### config.mk
export PLATFORM = sky130hd
export DESIGN_NAME = mdio_master
export DESIGN_NICKNAME = d
export VERILOG_FILES = /design/src/rtl/mdio_pkg.sv /design/src/rtl/mdio_clkdiv.sv /design/src/rtl/mdio_frame.sv /design/src/rtl/mdio_regs.sv /design/src/rtl/mdio_master.sv
export SDC_FILE = /design/constraint.sdc
export NUM_CORES = 1
export LEC_CHECK = 0
export BUFFER_PORTS_ARGS = -buffer_cell sky130_fd_sc_hd__buf_2
export CORE_UTILIZATION = 30
export DETAILED_ROUTE_END_ITERATION = 10
export PLACE_DENSITY = 0.48
export SYNTH_ARGS = -nofsm -noshare
export SYNTH_HDL_FRONTEND = slang
export SYNTH_SLANG_ARGS = --single-unit
### constraint.sdc
create_clock -name clk -period 4.8 [get_ports clk]
set_input_delay 0.96 -clock clk [delete_from_list [all_inputs] [get_ports clk]]
set_output_delay 0.96 -clock clk [all_outputs]
set_load 0.02 [all_outputs]
### src/rtl/mdio_pkg.sv
`timescale 1ns/1ps
package mdio_pkg;
  localparam int unsigned OFF_CFG   = 0;
  localparam int unsigned OFF_CMD   = 1;
  localparam int unsigned OFF_ADDR  = 2;
  localparam int unsigned OFF_WDATA = 3;
  localparam int unsigned OFF_RDATA = 4;
  localparam int unsigned OFF_IND   = 5;

  // half of the MDC period, in system clocks, per encoded select
  function automatic int unsigned half_for_sel(logic [2:0] sel);
    case (sel)
      3'd0, 3'd1: return 2;
      3'd2:       return 3;
      3'd3:       return 4;
      3'd4:       return 5;
      3'd5:       return 7;
      3'd6:       return 10;
      default:    return 14;
    endcase
  endfunction
endpackage

### src/rtl/mdio_clkdiv.sv
`timescale 1ns/1ps
module mdio_clkdiv #(
  parameter int unsigned CNT_W = 4
) (
  input  logic       clk,
  input  logic       rst_n,
  input  logic       run,
  input  logic [2:0] sel,
  output logic       tick
);
  import mdio_pkg::*;

  logic [CNT_W-1:0] cnt_q, cnt_d, half;

  always_comb begin
    half  = CNT_W'(half_for_sel(sel));
    tick  = run && (cnt_q == half - 1'b1);
    cnt_d = (!run || tick) ? '0 : cnt_q + 1'b1;
  end

  always_ff @(posedge clk or negedge rst_n) begin
    if (!rst_n)                   cnt_q <= '0;
    else if (run || cnt_q != '0)  cnt_q <= cnt_d;
  end

  // every half period is at least two clocks long
  assert_tick_spaced_R7: assert property (@(posedge clk) disable iff (!rst_n)
    tick |=> !tick);
endmodule

### src/rtl/mdio_frame.sv
`timescale 1ns/1ps
module mdio_frame #(
  parameter int unsigned DATA_W = 16,
  parameter int unsigned AD_W   = 5,
  parameter int unsigned PRE_W  = 32
) (
  input  logic              clk,
  input  logic              rst_n,
  input  logic              abort,
  input  logic              start,
  input  logic              is_rd,
  input  logic [AD_W-1:0]   phy_ad,
  input  logic [AD_W-1:0]   reg_ad,
  input  logic [DATA_W-1:0] wdata,
  input  logic              tick,
  input  logic              mdio_i,
  output logic              mdc,
  output logic              mdio_o,
  output logic              mdio_oe,
  output logic              busy,
  output logic [DATA_W-1:0] rdata
);
  localparam int unsigned FB     = PRE_W + 2 + 2 + 2 * AD_W + 2 + DATA_W;
  localparam int unsigned BIT_W  = $clog2(FB);
  localparam int unsigned TA_POS = FB - DATA_W - 2;

  logic              busy_q, busy_d, rd_q, rd_d, mdc_q, mdc_d;
  logic [BIT_W-1:0]  bit_q, bit_d;
  logic [FB-1:0]     shf_q, shf_d;
  logic [DATA_W-1:0] cap_q, cap_d, rdata_q, rdata_d;

  always_comb begin
    busy_d  = busy_q;
    rd_d    = rd_q;
    mdc_d   = mdc_q;
    bit_d   = bit_q;
    shf_d   = shf_q;
    cap_d   = cap_q;
    rdata_d = rdata_q;
    if (abort) begin
      busy_d = 1'b0;
      mdc_d  = 1'b0;
    end else if (!busy_q) begin
      if (start) begin
        busy_d = 1'b1;
        rd_d   = is_rd;
        mdc_d  = 1'b0;
        bit_d  = '0;
        shf_d  = {{PRE_W{1'b1}}, 2'b01, (is_rd ? 2'b10 : 2'b01), phy_ad, reg_ad,
                  (is_rd ? 2'b11 : 2'b10), (is_rd ? {DATA_W{1'b1}} : wdata)};
      end
    end else if (tick) begin
      if (!mdc_q) begin
        mdc_d = 1'b1;
        if (rd_q) cap_d = {cap_q[DATA_W-2:0], mdio_i};
      end else begin
        mdc_d = 1'b0;
        if (bit_q == BIT_W'(FB - 1)) begin
          busy_d = 1'b0;
          if (rd_q) rdata_d = cap_q;
        end else begin
          bit_d = bit_q + 1'b1;
          shf_d = {shf_q[FB-2:0], 1'b0};
        end
      end
    end
  end

  always_ff @(posedge clk or negedge rst_n) begin
    if (!rst_n) begin
      busy_q  <= 1'b0;
      rd_q    <= 1'b0;
      mdc_q   <= 1'b0;
      bit_q   <= '0;
      shf_q   <= '0;
      cap_q   <= '0;
      rdata_q <= '0;
    end else begin
      busy_q  <= busy_d;
      rd_q    <= rd_d;
      mdc_q   <= mdc_d;
      bit_q   <= bit_d;
      shf_q   <= shf_d;
      cap_q   <= cap_d;
      rdata_q <= rdata_d;
    end
  end

  assign mdc     = mdc_q;
  assign mdio_o  = shf_q[FB-1];
  assign mdio_oe = busy_q && !(rd_q && (bit_q >= BIT_W'(TA_POS)));
  assign busy    = busy_q;
  assign rdata   = rdata_q;

  // a frame only ends normally after its last bit
  assert_full_length_R6: assert property (@(posedge clk) disable iff (!rst_n)
    $fell(busy_q) && !$past(abort) |-> $past(bit_q) == BIT_W'(FB - 1));
  // between divider ticks the line and the clock hold, new requests included
  assert_hold_between_ticks_R9: assert property (@(posedge clk) disable iff (!rst_n)
    busy_q && !tick && !abort |=> $stable(mdc_q) && $stable(shf_q) && $stable(bit_q));
  assert_mdc_low_idle_R11: assert property (@(posedge clk) disable iff (!rst_n)
    !busy_q |-> !mdc_q);
endmodule

### src/rtl/mdio_regs.sv
`timescale 1ns/1ps
module mdio_regs #(
  parameter int unsigned DW     = 32,
  parameter int unsigned DATA_W = 16,
  parameter int unsigned AD_W   = 5
) (
  input  logic              clk,
  input  logic              rst_n,
  input  logic              we,
  input  logic [2:0]        addr,
  input  logic [DW-1:0]     wdata,
  output logic [DW-1:0]     rdata,
  input  logic              busy,
  input  logic [DATA_W-1:0] rd_val,
  output logic              soft_rst,
  output logic [2:0]        clk_sel,
  output logic [AD_W-1:0]   phy_ad,
  output logic [AD_W-1:0]   reg_ad,
  output logic [DATA_W-1:0] frame_wd,
  output logic              start,
  output logic              start_rd
);
  import mdio_pkg::*;

  logic              cfg_rst_q;
  logic [4:0]        cfg_sel_q;
  logic              cmd_q;
  logic [AD_W-1:0]   phy_q, reg_q;
  logic [DATA_W-1:0] wd_q;
  logic              hit_cfg, hit_cmd, hit_addr, hit_wd, start_wr;

  always_comb begin
    hit_cfg  = we && (addr == 3'(OFF_CFG));
    hit_cmd  = we && (addr == 3'(OFF_CMD));
    hit_addr = we && (addr == 3'(OFF_ADDR));
    hit_wd   = we && (addr == 3'(OFF_WDATA));
    start_wr = hit_wd && !busy && !cfg_rst_q;
    start_rd = hit_cmd && wdata[0] && !cmd_q && !busy && !cfg_rst_q;
    start    = start_wr || start_rd;
    frame_wd = start_wr ? wdata[DATA_W-1:0] : wd_q;
  end

  always_ff @(posedge clk or negedge rst_n) begin
    if (!rst_n) begin
      cfg_rst_q <= 1'b0;
      cfg_sel_q <= '0;
      cmd_q     <= 1'b0;
      phy_q     <= '0;
      reg_q     <= '0;
      wd_q      <= '0;
    end else begin
      if (hit_cfg) begin
        cfg_rst_q <= wdata[15];
        cfg_sel_q <= wdata[4:0];
      end
      if (hit_cmd)  cmd_q <= wdata[0];
      if (hit_addr) begin
        phy_q <= wdata[8 +: AD_W];
        reg_q <= wdata[0 +: AD_W];
      end
      if (hit_wd)   wd_q <= wdata[DATA_W-1:0];
    end
  end

  always_comb begin
    rdata = '0;
    case (addr)
      3'(OFF_CFG):   begin rdata[15] = cfg_rst_q; rdata[4:0] = cfg_sel_q; end
      3'(OFF_CMD):   rdata[0] = cmd_q;
      3'(OFF_ADDR):  begin rdata[8 +: AD_W] = phy_q; rdata[0 +: AD_W] = reg_q; end
      3'(OFF_WDATA): rdata[DATA_W-1:0] = wd_q;
      3'(OFF_RDATA): rdata[DATA_W-1:0] = rd_val;
      3'(OFF_IND):   rdata[0] = busy;
      default:       rdata = '0;
    endcase
  end

  assign soft_rst = cfg_rst_q;
  assign clk_sel  = cfg_sel_q[4:2];
  assign phy_ad   = phy_q;
  assign reg_ad   = reg_q;

  // the read result only moves while a frame runs
  assert_rdata_stable_R5: assert property (@(posedge clk) disable iff (!rst_n)
    !busy |=> $stable(rd_val));
endmodule

### src/rtl/mdio_master.sv
`timescale 1ns/1ps
module mdio_master #(
  parameter int unsigned DW    = 32,
  parameter int unsigned CNT_W = 4
) (
  input  logic          clk,
  input  logic          rst_n,
  input  logic          reg_we,
  input  logic [2:0]    reg_addr,
  input  logic [DW-1:0] reg_wdata,
  output logic [DW-1:0] reg_rdata,
  output logic          mdc,
  output logic          mdio_o,
  output logic          mdio_oe,
  input  logic          mdio_i
);
  localparam int unsigned DATA_W = 16;
  localparam int unsigned AD_W   = 5;

  logic [1:0]        sync_q;
  logic              rst_core_n;
  logic              soft_rst, start, start_rd, busy, tick;
  logic [2:0]        clk_sel;
  logic [AD_W-1:0]   phy_ad, reg_ad;
  logic [DATA_W-1:0] frame_wd, rd_val;

  always_ff @(posedge clk or negedge rst_n) begin
    if (!rst_n) sync_q <= 2'b00;
    else        sync_q <= {sync_q[0], 1'b1};
  end
  assign rst_core_n = sync_q[1];

  mdio_regs #(.DW(DW), .DATA_W(DATA_W), .AD_W(AD_W)) u_regs (
    .clk(clk), .rst_n(rst_core_n), .we(reg_we), .addr(reg_addr),
    .wdata(reg_wdata), .rdata(reg_rdata), .busy(busy), .rd_val(rd_val),
    .soft_rst(soft_rst), .clk_sel(clk_sel), .phy_ad(phy_ad), .reg_ad(reg_ad),
    .frame_wd(frame_wd), .start(start), .start_rd(start_rd));

  mdio_clkdiv #(.CNT_W(CNT_W)) u_div (
    .clk(clk), .rst_n(rst_core_n), .run(busy && !soft_rst), .sel(clk_sel),
    .tick(tick));

  mdio_frame #(.DATA_W(DATA_W), .AD_W(AD_W), .PRE_W(32)) u_frame (
    .clk(clk), .rst_n(rst_core_n), .abort(soft_rst), .start(start),
    .is_rd(start_rd), .phy_ad(phy_ad), .reg_ad(reg_ad), .wdata(frame_wd),
    .tick(tick), .mdio_i(mdio_i), .mdc(mdc), .mdio_o(mdio_o),
    .mdio_oe(mdio_oe), .busy(busy), .rdata(rd_val));
endmodule

==> metrics.md <==
| Metric | Value |
|---|---|
| Vias in the first global route | `between 4000 and 5000` |
| Finish-stage setup viols | `0` |
| Later-pin clock latency in the skew report | `around 0.42 ns` |
| #FFs+latches synth | `between 100 and 150` |
| Max Root-Sink Buffers | `2` |
| Highest Signal Layer | `met4` |
| MaxCap Viol Count | `0` |
| Number of DRC markers in iteration 0 | `roughly 210` |
| Nets | `607` |
| Ys async rst share | `1.00` |
| Outcome | `finished, final reports clean` |
| Unrepaired setup endpoints after global routing | `no` |
| Leak pwr | `roughly 3.3 nW` |
| Power per Cell Area | `~480 mW/mm2` |
| Placed cells | `just over 800` |
| Rel. slew slack | `0.376` |
| Yosys warns | `0` |
| Post-synth top area share | `0.563` |
| Setup TNS | `0 ns` |
| TritonCTS clock tree | `built` |
| Std-Cell Rows | `53` |
| Antenna Violating Nets Remaining | `0` |
| Max Freq | `275 MHz` |
| DRT Pass-1 Iters | `4` |
| Diode count | `0` |
| Num Clock Sinks | `144` |
| Cts repair resizes | `0` |
| Startpoint Class | `flip-flop` |
| Core Area | `approximately 0.021 mm2` |
| Initial Util | `0.306` |
| Fin crit period | `approximately 3.6 ns` |
| CTS Hold Bufs | `0` |
| Largest cells by area after synthesis | `dfrtp_1 (56%), mux2_2 (9.1%), o22a_1 (4.7%), mux2_1 (3.7%), o21ai_0 (2.3%)` |
| Final WS setup | `1.16 ns` |
| Gr ovfl total | `0` |
| Initial antenna violation count | `0` |
| Layout cells sized above 1 | `0.257` |
| Final hold vios | `0` |
| Worst Path Arrival | `a little under 4 ns` |
| Routed met2 length | `roughly 6.8 mm` |
| Htree depth | `4` |
| Area leader, netlist | `dfrtp_1` |
| Unique cell type count in the Yosys netlist | `54` |
| Peak supply drop | `approximately 0.28 mV` |
| Post-Syn Instances | `about 520` |
| Clk_skew | `0.0126 ns` |
| Pin slew with the least headroom to its limit | `about 0.93 ns` |
| Total die area | `about 0.022 mm2` |
| DRC | `0` |
| Num CTS Buffers | `17` |
| Pin count of the biggest net entering global routing | `52` |
| Ys flop type | `dfrtp_1` |
| Tcrit/Tclk final | `0.758` |
| Worst Path Required | `5.11 ns` |
| Post-Layout Cell Count | `around 850` |
| Setup CP Type | `reg -> reg` |
| Die W | `148 um` |
| Mapped Area | `between 0.006 and 0.007 mm2` |
| Most frequent cells in the layout | `dfrtp_1 (143), mux2_2 (52), buf_2 (41), o22a_1 (34), o21ai_0 (29)` |
| Post-place setup slack | `1.14 ns` |
| GPL Wtd Cong | `0.761` |
| Root Buffer | `clkbuf_16` |
| Synth-to-Final Area Change | `16.3%` |
| Post-synth EDFFs | `0` |
| DR WL met3 | `roughly 430 um` |
| GR Util All Layers | `0.138` |
| Final Max Tran Viols | `0` |
| Routed wire per std cell | `between 15 and 20 um` |
| First-pass GRT wire length | `23.2 mm` |
| Setup crit end kind | `flip-flop` |
| Total number of vias | `roughly 4200` |
| Tightest Hold Check Type | `in -> async` |
| Chip Height | `between 100 and 150 um` |
| WL final | `roughly 14 mm` |
| Seq/Total Area, Yosys | `0.563` |
| Setup bufs post-CTS | `0` |
| Number of buffers added on ports | `41` |
| Routed metal-1 wirelength | `roughly 6.7 mm` |
| Most common cell after layout, fill and taps aside | `dfrtp_1` |
| Avg Cell Area, Syn | `12.2 um2` |
| I/O pins | `74` |
| Avg Vias per Cell | `4.90` |
| Clock transition at path regs | `approximately 0.060 ns` |
| Crit-path max FO | `16` |
| HPWL after detailed placement | `approximately 9.4 mm` |
cell type report:
cell class | instances | area (um2)
multi-input combinational | 326 | 2530
sequential | 144 | 3610
clock inverter | 14 | 156
fill | 2099 | 13500
timing repair buffer | 52 | 288
clock buffer | 18 | 439
tap | 275 | 344
inverter | 22 | 82.6
worst paths after layout:
path                       slack (ns)  cells past startpoint                       startpoint                       endpoint
max                              1.16                      9  u_regs.cfg_sel_q[3]$_DFFE_PN0P_  u_frame.rdata[13]$_DFFE_PN0P_
min                              0.32                      1                            rst_n            sync_q[1]$_DFF_PN0_
max reg2reg                      1.16                      9  u_regs.cfg_sel_q[3]$_DFFE_PN0P_  u_frame.rdata[13]$_DFFE_PN0P_
min reg2reg                      0.35                      0              sync_q[0]$_DFF_PN0_            sync_q[1]$_DFF_PN0_
max in group asynchronous        3.32                      1              sync_q[1]$_DFF_PN0_   u_regs.reg_ad[2]$_DFFE_PN0P_
min in group clk                 0.35                      0              sync_q[0]$_DFF_PN0_            sync_q[1]$_DFF_PN0_
cells by family (layout without fill, tap and decap cells):
kind of cell / Yosys count / after routing / share of synthesized area
flops: 144 / 144 / 0.563
simple gates: 82 / 82 / 0.0725
buf+inv: 68 / 106 / 0.0528
mux: 85 / 85 / 0.149
other cells: 2 / 17 / 0.00117
compound gates: 131 / 131 / 0.143
fa+ha+maj: 5 / 5 / 0.00977
xor+xnor: 6 / 6 / 0.00938
cells in the mapped netlist (5+ instances only):
library cell  instances
a22o_1                7
nand3_1               9
mux2_1               21
o22ai_1              18
o21ai_0              29
nor2_1               16
nand2_1              26
mux2_2               52
nor2b_1               5
ha_1                  5
mux2i_1              11
buf_2                 6
inv_1                22
a21oi_1              21
dfrtp_1             144
buf_4                16
clkbuf_1             20
o22a_1               34
a22oi_1               9
through the flow:
stage                     hold slack, ns  area [um2]  power, W   util
after floorplan                    0.331        6460   0.00210      -
final                              0.318        7440   0.00357  0.355
after global routing               0.290        7440   0.00378  0.355
after CTS                          0.291        7440   0.00363  0.355
after detailed placement           0.335        6850   0.00228  0.327
after global placement             0.338        6850   0.00224  0.327
registers in the layout (all words and copies together) (netlist names):
signal	flops
u_frame.busy	1
sync_q	2
u_regs.cfg_sel_q	5
u_regs.phy_ad	5
u_div.cnt_q	4
u_frame.rdata	16
u_frame.bit_q	6
u_regs.soft_rst	1
u_regs.cmd_q	1
u_frame.shf_q	64
u_regs.wd_q	16
u_frame.rd_q	1
u_frame.mdc	1
u_frame.cap_q	16
u_regs.reg_ad	5
critical path, stage by stage (launching register included):
cell and delay (ns):
dfrtp_1 0.46, and2b_1 0.26, mux2_2 0.28, ha_1 0.21
xnor2_2 0.24, nor3b_1 0.12, a2111oi_4 0.51, nand3b_4 0.21
nor3_4 0.81, mux2_2 0.41
where the power goes:
| part | internal (W) | switching (W) | leakage (nW) |
|---|---|---|---|
| combinational | 0.000275 | 0.000291 | 1.26 |
| sequential | 0.00149 | 0.000194 | 1.72 |
| clock | 0.000786 | 0.000535 | 0.280 |
routing by layer:
| metal | GRT usage | vias up |
|---|---|---|
| li1 | - | 1944 |
| met4 | 0.0541 | 0 |
| met3 | 0.0325 | 12 |
| met1 | 0.181 | 2139 |
| met5 | 0 | - |
| met2 | 0.221 | 79 |
(Power assumes the default switching activity.)
